<file path="src/rtl/dtm_pkg.sv">
package dtm_pkg;

    localparam int NUM_CH   = 2;
    localparam int REG_W    = 32;
    localparam int OFS_CTRL = 'h00;
    localparam int OFS_STAT = 'h04;

    typedef enum logic [1:0] {
        CH_STOPPED  = 2'd0,
        CH_COUNTING = 2'd1,
        CH_EXPIRED  = 2'd2
    } ch_state_e;

    function automatic int f_en_bit(input int ch);
        return (ch == 0) ? 0 : 2;
    endfunction

    function automatic int f_rl_bit(input int ch);
        return (ch == 0) ? 1 : 3;
    endfunction

    function automatic int f_fix_bit(input int ch);
        return 11 + ch;
    endfunction

    function automatic int f_exp_lsb(input int ch, input int exp_w);
        return 19 + exp_w * ch;
    endfunction

    function automatic int f_stat_bit(input int ch);
        return 8 * ch;
    endfunction

    function automatic int f_rld_ofs(input int ch);
        return 'h10 + 8 * ch;
    endfunction

    function automatic int f_val_ofs(input int ch);
        return 'h14 + 8 * ch;
    endfunction

    function automatic logic [REG_W-1:0] f_ctrl_mask(input int exp_w);
        logic [REG_W-1:0] m;
        m = '0;
        for (int c = 0; c < NUM_CH; c++) begin
            m[f_en_bit(c)]  = 1'b1;
            m[f_rl_bit(c)]  = 1'b1;
            m[f_fix_bit(c)] = 1'b1;
            for (int b = 0; b < exp_w; b++) begin
                m[f_exp_lsb(c, exp_w) + b] = 1'b1;
            end
        end
        return m;
    endfunction

endpackage

</file>
<file path="src/rtl/dtm_prescale.sv">
module dtm_prescale #(
    parameter int EXP_W = 3,
    localparam int PW = (1 << EXP_W) - 1
) (
    input  logic          clk,
    input  logic          rst_n,
    output logic [PW-1:0] free_cnt
);

    always_ff @(posedge clk) begin
        if (!rst_n) begin
            free_cnt <= '0;
        end else begin
            free_cnt <= free_cnt + 1'b1;
        end
    end

endmodule

</file>
<file path="src/rtl/dtm_channel.sv">
module dtm_channel
    import dtm_pkg::*;
#(
    parameter int CNT_W = 32,
    parameter int EXP_W = 3,
    localparam int PW = (1 << EXP_W) - 1
) (
    input  logic             clk,
    input  logic             rst_n,
    input  logic             en,
    input  logic             rl_en,
    input  logic             fix_sel,
    input  logic [EXP_W-1:0] expo,
    input  logic             ref_tick,
    input  logic [PW-1:0]    free_cnt,
    input  logic             ld_val,
    input  logic             ld_rld,
    input  logic [CNT_W-1:0] wdata,
    output logic [CNT_W-1:0] value_o,
    output logic [CNT_W-1:0] reload_o,
    output logic             hit_o,
    output ch_state_e        state_o
);

    ch_state_e        state_q, state_d;
    logic [CNT_W-1:0] val_q, rld_q;
    logic [PW:0]      one_sh;
    logic [PW-1:0]    pmask;
    logic             tick, count_ok, hit;

    always_comb begin
        one_sh = (PW + 1)'(1) << expo;
        pmask  = PW'(one_sh - 1'b1);
        tick   = fix_sel ? ref_tick : ((free_cnt & pmask) == pmask);
    end

    assign count_ok = (state_q == CH_COUNTING) && en && tick && !ld_val;
    assign hit      = count_ok && (val_q == CNT_W'(1));

    always_comb begin
        state_d = state_q;
        unique case (state_q)
            CH_STOPPED: begin
                if (en) state_d = CH_COUNTING;
            end
            CH_COUNTING: begin
                if (!en)               state_d = CH_STOPPED;
                else if (hit && !rl_en) state_d = CH_EXPIRED;
            end
            CH_EXPIRED: begin
                if (!en)                 state_d = CH_STOPPED;
                else if (ld_val || rl_en) state_d = CH_COUNTING;
            end
            default: state_d = CH_STOPPED;
        endcase
    end

    always_ff @(posedge clk) begin
        if (!rst_n) begin
            state_q <= CH_STOPPED;
        end else begin
            state_q <= state_d;
        end
    end

    always_ff @(posedge clk) begin
        if (!rst_n) begin
            val_q <= '0;
        end else if (ld_val) begin
            val_q <= wdata;
        end else if (count_ok) begin
            if (val_q == '0) begin
                if (rl_en) val_q <= rld_q;
            end else begin
                val_q <= val_q - 1'b1;
            end
        end
    end

    always_ff @(posedge clk) begin
        if (!rst_n) begin
            rld_q <= '0;
        end else if (ld_rld) begin
            rld_q <= wdata;
        end
    end

    always_comb begin
        value_o  = val_q;
        reload_o = rld_q;
        hit_o    = hit;
        state_o  = state_q;
    end

endmodule

</file>
<file path="src/rtl/dual_dntimer.sv">
module dual_dntimer
    import dtm_pkg::*;
#(
    parameter int CNT_W  = 32,
    parameter int EXP_W  = 3,
    parameter int ADDR_W = 5,
    localparam int PW    = (1 << EXP_W) - 1
) (
    input  logic              clk,
    input  logic              rst_n,
    input  logic              ref_tick,
    input  logic              bus_wr,
    input  logic [ADDR_W-1:0] bus_addr,
    input  logic [REG_W-1:0]  bus_wdata,
    output logic [REG_W-1:0]  bus_rdata,
    output logic [NUM_CH-1:0] irq_o
);

    localparam logic [REG_W-1:0] CTRL_MASK = f_ctrl_mask(EXP_W);

    logic [REG_W-1:0]  ctrl_q;
    logic [NUM_CH-1:0] stat_q, stat_d;
    logic [NUM_CH-1:0] ch_hit;
    logic [CNT_W-1:0]  ch_val [NUM_CH];
    logic [CNT_W-1:0]  ch_rld [NUM_CH];
    ch_state_e         ch_state [NUM_CH];
    logic [PW-1:0]     free_cnt;
    logic              wr_ctrl, wr_stat;

    assign wr_ctrl = bus_wr && (bus_addr == ADDR_W'(OFS_CTRL));
    assign wr_stat = bus_wr && (bus_addr == ADDR_W'(OFS_STAT));

    dtm_prescale #(.EXP_W(EXP_W)) u_pre (
        .clk      (clk),
        .rst_n    (rst_n),
        .free_cnt (free_cnt)
    );

    always_ff @(posedge clk) begin
        if (!rst_n) begin
            ctrl_q <= '0;
        end else if (wr_ctrl) begin
            ctrl_q <= bus_wdata & CTRL_MASK;
        end
    end

    for (genvar g = 0; g < NUM_CH; g++) begin : g_ch
        localparam int EN_B  = f_en_bit(g);
        localparam int RL_B  = f_rl_bit(g);
        localparam int FIX_B = f_fix_bit(g);
        localparam int EXP_L = f_exp_lsb(g, EXP_W);
        logic ld_val, ld_rld;

        assign ld_val = bus_wr && (bus_addr == ADDR_W'(f_val_ofs(g)));
        assign ld_rld = bus_wr && (bus_addr == ADDR_W'(f_rld_ofs(g)));

        dtm_channel #(.CNT_W(CNT_W), .EXP_W(EXP_W)) u_chan (
            .clk      (clk),
            .rst_n    (rst_n),
            .en       (ctrl_q[EN_B]),
            .rl_en    (ctrl_q[RL_B]),
            .fix_sel  (ctrl_q[FIX_B]),
            .expo     (ctrl_q[EXP_L +: EXP_W]),
            .ref_tick (ref_tick),
            .free_cnt (free_cnt),
            .ld_val   (ld_val),
            .ld_rld   (ld_rld),
            .wdata    (bus_wdata[CNT_W-1:0]),
            .value_o  (ch_val[g]),
            .reload_o (ch_rld[g]),
            .hit_o    (ch_hit[g]),
            .state_o  (ch_state[g])
        );

        assign irq_o[g] = stat_q[g] & ctrl_q[EN_B];
    end

    always_comb begin
        for (int i = 0; i < NUM_CH; i++) begin
            stat_d[i] = ch_hit[i] |
                        (stat_q[i] & ~(wr_stat && !bus_wdata[f_stat_bit(i)]));
        end
    end

    always_ff @(posedge clk) begin
        if (!rst_n) begin
            stat_q <= '0;
        end else begin
            stat_q <= stat_d;
        end
    end

    always_comb begin
        bus_rdata = '0;
        if (bus_addr == ADDR_W'(OFS_CTRL)) bus_rdata = ctrl_q;
        for (int i = 0; i < NUM_CH; i++) begin
            if (bus_addr == ADDR_W'(OFS_STAT))
                bus_rdata[f_stat_bit(i)] = stat_q[i];
            if (bus_addr == ADDR_W'(f_rld_ofs(i)))
                bus_rdata = REG_W'(ch_rld[i]);
            if (bus_addr == ADDR_W'(f_val_ofs(i)))
                bus_rdata = REG_W'(ch_val[i]);
        end
    end

endmodule

</file>
<file path="config.mk">
export PLATFORM = sky130hd
export DESIGN_NAME = dual_dntimer
export DESIGN_NICKNAME = d
export VERILOG_FILES = /design/src/rtl/dtm_pkg.sv /design/src/rtl/dtm_prescale.sv /design/src/rtl/dtm_channel.sv /design/src/rtl/dual_dntimer.sv
export SDC_FILE = /design/constraint.sdc
export NUM_CORES = 1
export LEC_CHECK = 0
export ABC_AREA = 1
export BUFFER_PORTS_ARGS = -buffer_cell sky130_fd_sc_hd__buf_2
export CORE_ASPECT_RATIO = 2
export CORE_MARGIN = 2
export CORE_UTILIZATION = 35
export DETAILED_ROUTE_END_ITERATION = 16
export HOLD_SLACK_MARGIN = 0.05
export SETUP_SLACK_MARGIN = 0.4
export SKIP_CTS_REPAIR_TIMING = 1
export SYNTH_ARGS = -nofsm -noshare
export SYNTH_HDL_FRONTEND = slang
export SYNTH_HIERARCHICAL = 1
export SYNTH_SLANG_ARGS = --single-unit
</file>
<file path="constraint.sdc">
create_clock -name clk -period 2.01 [get_ports clk]
set_input_delay 0.201 -clock clk [delete_from_list [all_inputs] [get_ports clk]]
set_output_delay 0.201 -clock clk [all_outputs]
set_load 0.1 [all_outputs]
</file>
==> impl_metrics.ini <==
[status]
status = completed

[floorplanning]
row_count = 88
die_w_um = 125
die-height_um = 246
die_area_um2 = 30800
core_area_um2 = 28800
num_io_pins = 75
initial_core_util = 0.356

[worst_setup_path]
worstSetupPathType = reg2reg
crit_start = g_ch[1].u_chan/value_o[15]
crit_required_ns = 2.35
worstReg2RegStart = g_ch[1].u_chan/value_o[15]
crit_slowest_cell = dfxtp_2
path_cells = nor2_4 > nand2_4 > nor2_8 > nand3_4 > nor2_4 > nand2_4 > nand3_4 > buf_12 > nand2_4 > o21ai_2 > nor2_1
worstPathMaxFanout = 8
critPathArrivalTime_ns = 2.33
crit_path_end_kind = flip-flop
crit_path_start_kind = flip-flop
worst-r2r-setup-slack_ns = 0.02
crit_top_cell = nand2_4
slowest_delay_ns = 0.34

[logic_synthesis]
syn-num-nets = 1764
seq_area_frac_synth = 0.298
synthesis.area_um2 = 10300
netlist_instances = 1716
yosysUniqueCellTypes = 38
async_reset_ff_frac = 0
syn_area_per_cell_um2 = 5.99
ys.flop_type = dfxtp_1
ys_seq_elements = 153
yosysWarnings = 6
synth_edf_count = 0

[place]
dpl.hpwl_um = 34500
dp_cells = 2224
place_congestion = 1.00
placement.io_buffers = 74

[timing]
rsz0062_at_grt = yes
tightest_slew_ns = 0.489
max_freq_mhz = 503
setup_viol = 0
slew-limit-headroom = 0.673
maxSlewViolCount = 0
final-hold-violation-count = 0
period_share = 0.990
min_period_ns = 1.99
finClkSkew_ns = 0.0142

[finish]
final_common_cell = nand2_1
layout-drive-gt1-share = 0.351
antenna-diode-count = 0
nFillCells = 2773
final_util = 0.541
final_cells = 2351
nets = 2026
regArea_um2 = 3140
final_cell_mix = nand2_1 (416), nor2_1 (269), buf_4 (166), inv_1 (121), o21ai_0 (111)
area_growth_pct = 51.8
multi_input_area_um2 = 7500

[power]
power_switching_mw = 2.92
p_total_mw = 9.07
switching_share = 0.322
p_seq_frac = 0.343
internal-power_mw = 6.15
power_density_nw_per_um2 = 581
clock_power_share = 0.397
p_comb_frac = 0.259
p_leak_nw = 7.38
peakVddDrop_mv = 0.578

[route]
met2_length_um = 25100
routed_via_density = 5.49
drt_iter0_drc = 1083
drt-pass1-iter-count = 6
wl_per_cell_um = 20.9
wl_met3_um = 2630
vias = 12900
wl_met1_um = 16200
routed.top_layer = met4
drt-total-wl_um = 49100
drc = 0
ant_nets = 0

[hold_path]
hold_class = in2reg
holdCritStartpoint = bus_wdata[25]

[global_routing]
antenna_found_initial = 0
grt_max_degree = 35
grt_remaining_overflow = 0
first_global_vias = 11700
grt_use_total = 0.280
grt_pass1_wl_um = 66000

[clock_tree]
ctsLongestPathBuffers = 2
cts_tree = yes
h-tree-depth = 4
cts_buffers = 17
clk_pin_slew_worst_paths_ns = 0.06
cts.sink_count = 153
worst_skew_pair.late_latency_ns = 0.45
cts-root-buf = clkbuf_16

[job]
maxCapViolCount = 0
[path summary, 6_finish.rpt]
path	endpoint	cells after the start
max	g_ch[1].u_chan/value_o[7]	11
min	g_ch[0].u_chan/reload_o[25]	3
max reg2reg	g_ch[1].u_chan/value_o[7]	11
min reg2reg	u_pre/free_cnt[0]	1
[synth_stat cells, types with 6 or more instances]
| cell | number | area, µm² |
|---|---|---|
| nand2_2 | 13 | 81.3 |
| o21ai_0 | 118 | 591 |
| nand3b_1 | 8 | 60.1 |
| or2_2 | 10 | 62.6 |
| buf_2 | 10 | 50.1 |
| nand2_4 | 6 | 67.6 |
| buf_6 | 8 | 90.1 |
| o21ai_1 | 26 | 130 |
| nor2_2 | 15 | 93.8 |
| nand4_1 | 38 | 238 |
| a21oi_1 | 100 | 500 |
| ha_1 | 7 | 87.6 |
| dfxtp_1 | 153 | 3060 |
| clkbuf_1 | 37 | 139 |
| nor3_1 | 18 | 90.1 |
| a31oi_1 | 6 | 37.5 |
| xor2_1 | 14 | 123 |
| xnor2_1 | 6 | 52.6 |
| buf_4 | 13 | 97.6 |
| nand3_2 | 6 | 60.1 |
| inv_1 | 140 | 526 |
| nor2_4 | 18 | 203 |
| nor2_1 | 338 | 1270 |
| nand2_1 | 487 | 1830 |
| nand3_1 | 89 | 445 |
[per-layer routing]
metal	global-route usage	vias up
li1	-	6024
met1	0.280	6016
met2	0.515	621
met3	0.0365	248
met4	0.224	0
met5	0	-
[power groups by stage]
| stage | sequential (mW) | clock (mW) | combinational (mW) |
|---|---|---|---|
| after floorplan | 3.17 | 0 | 1.09 |
| after global routing | 3.11 | 3.79 | 2.49 |
| after global placement | 3.18 | 0 | 1.83 |
| after detailed placement | 3.18 | 0 | 1.85 |
| after CTS | 3.11 | 3.66 | 1.85 |
| final | 3.11 | 3.60 | 2.35 |
[cells by family (layout without fill, tap and decap cells)]
| kind of cell | count (synthesis) | after routing | share of synthesized area |
|---|---|---|---|
| compound gates | 261 | 261 | 0.131 |
| xor+xnor | 20 | 20 | 0.0171 |
| fa+ha+maj | 7 | 7 | 0.00853 |
| buf+inv | 214 | 485 | 0.0900 |
| flops | 153 | 153 | 0.298 |
| simple gates | 1061 | 1065 | 0.455 |
[per-stage QoR]
step / worst slack, ns / hold slack, ns / area, µm² / TNS (ns)
5_1_grt: 0.0102 / 0.0437 / 15600 / 0
2_1_floorplan: 0.148 / 0.294 / 10400 / 0
6_report: 0.0210 / 0.0437 / 15600 / 0
3_5_place_dp: -0.0972 / 0.465 / 12600 / -0.169
4_1_cts: -0.0968 / 0.0218 / 13300 / -0.230
3_3_place_gp: -0.0711 / 0.459 / 12600 / -0.0711
[layout make-up]
cell class,instances,area share
multi-input combinational,1353,0.481
inverter,146,0.0374
sequential,153,0.202
timing repair buffer,307,0.210
clock inverter,13,0.0124
tap,360,0.0289
clock buffer,19,0.0290
[registers in the layout, summed over array words and instances (netlist names)]
signal / flops
g_ch.u_chan/reload_o: 64
g_ch.u_chan/value_o: 64
ctrl_q: 12
stat_q: 2
g_ch.u_chan/state_o: 4
u_pre/free_cnt: 7
[worst max-delay path: cells and delay by family, from the launching register on]
kind	cells	cell delay (ns)
simple gates	9	1.24
flops	1	0.34
compound gates	1	0.17
buf+inv	1	0.12
No activity file was read; power rests on OpenSTA's default activity.
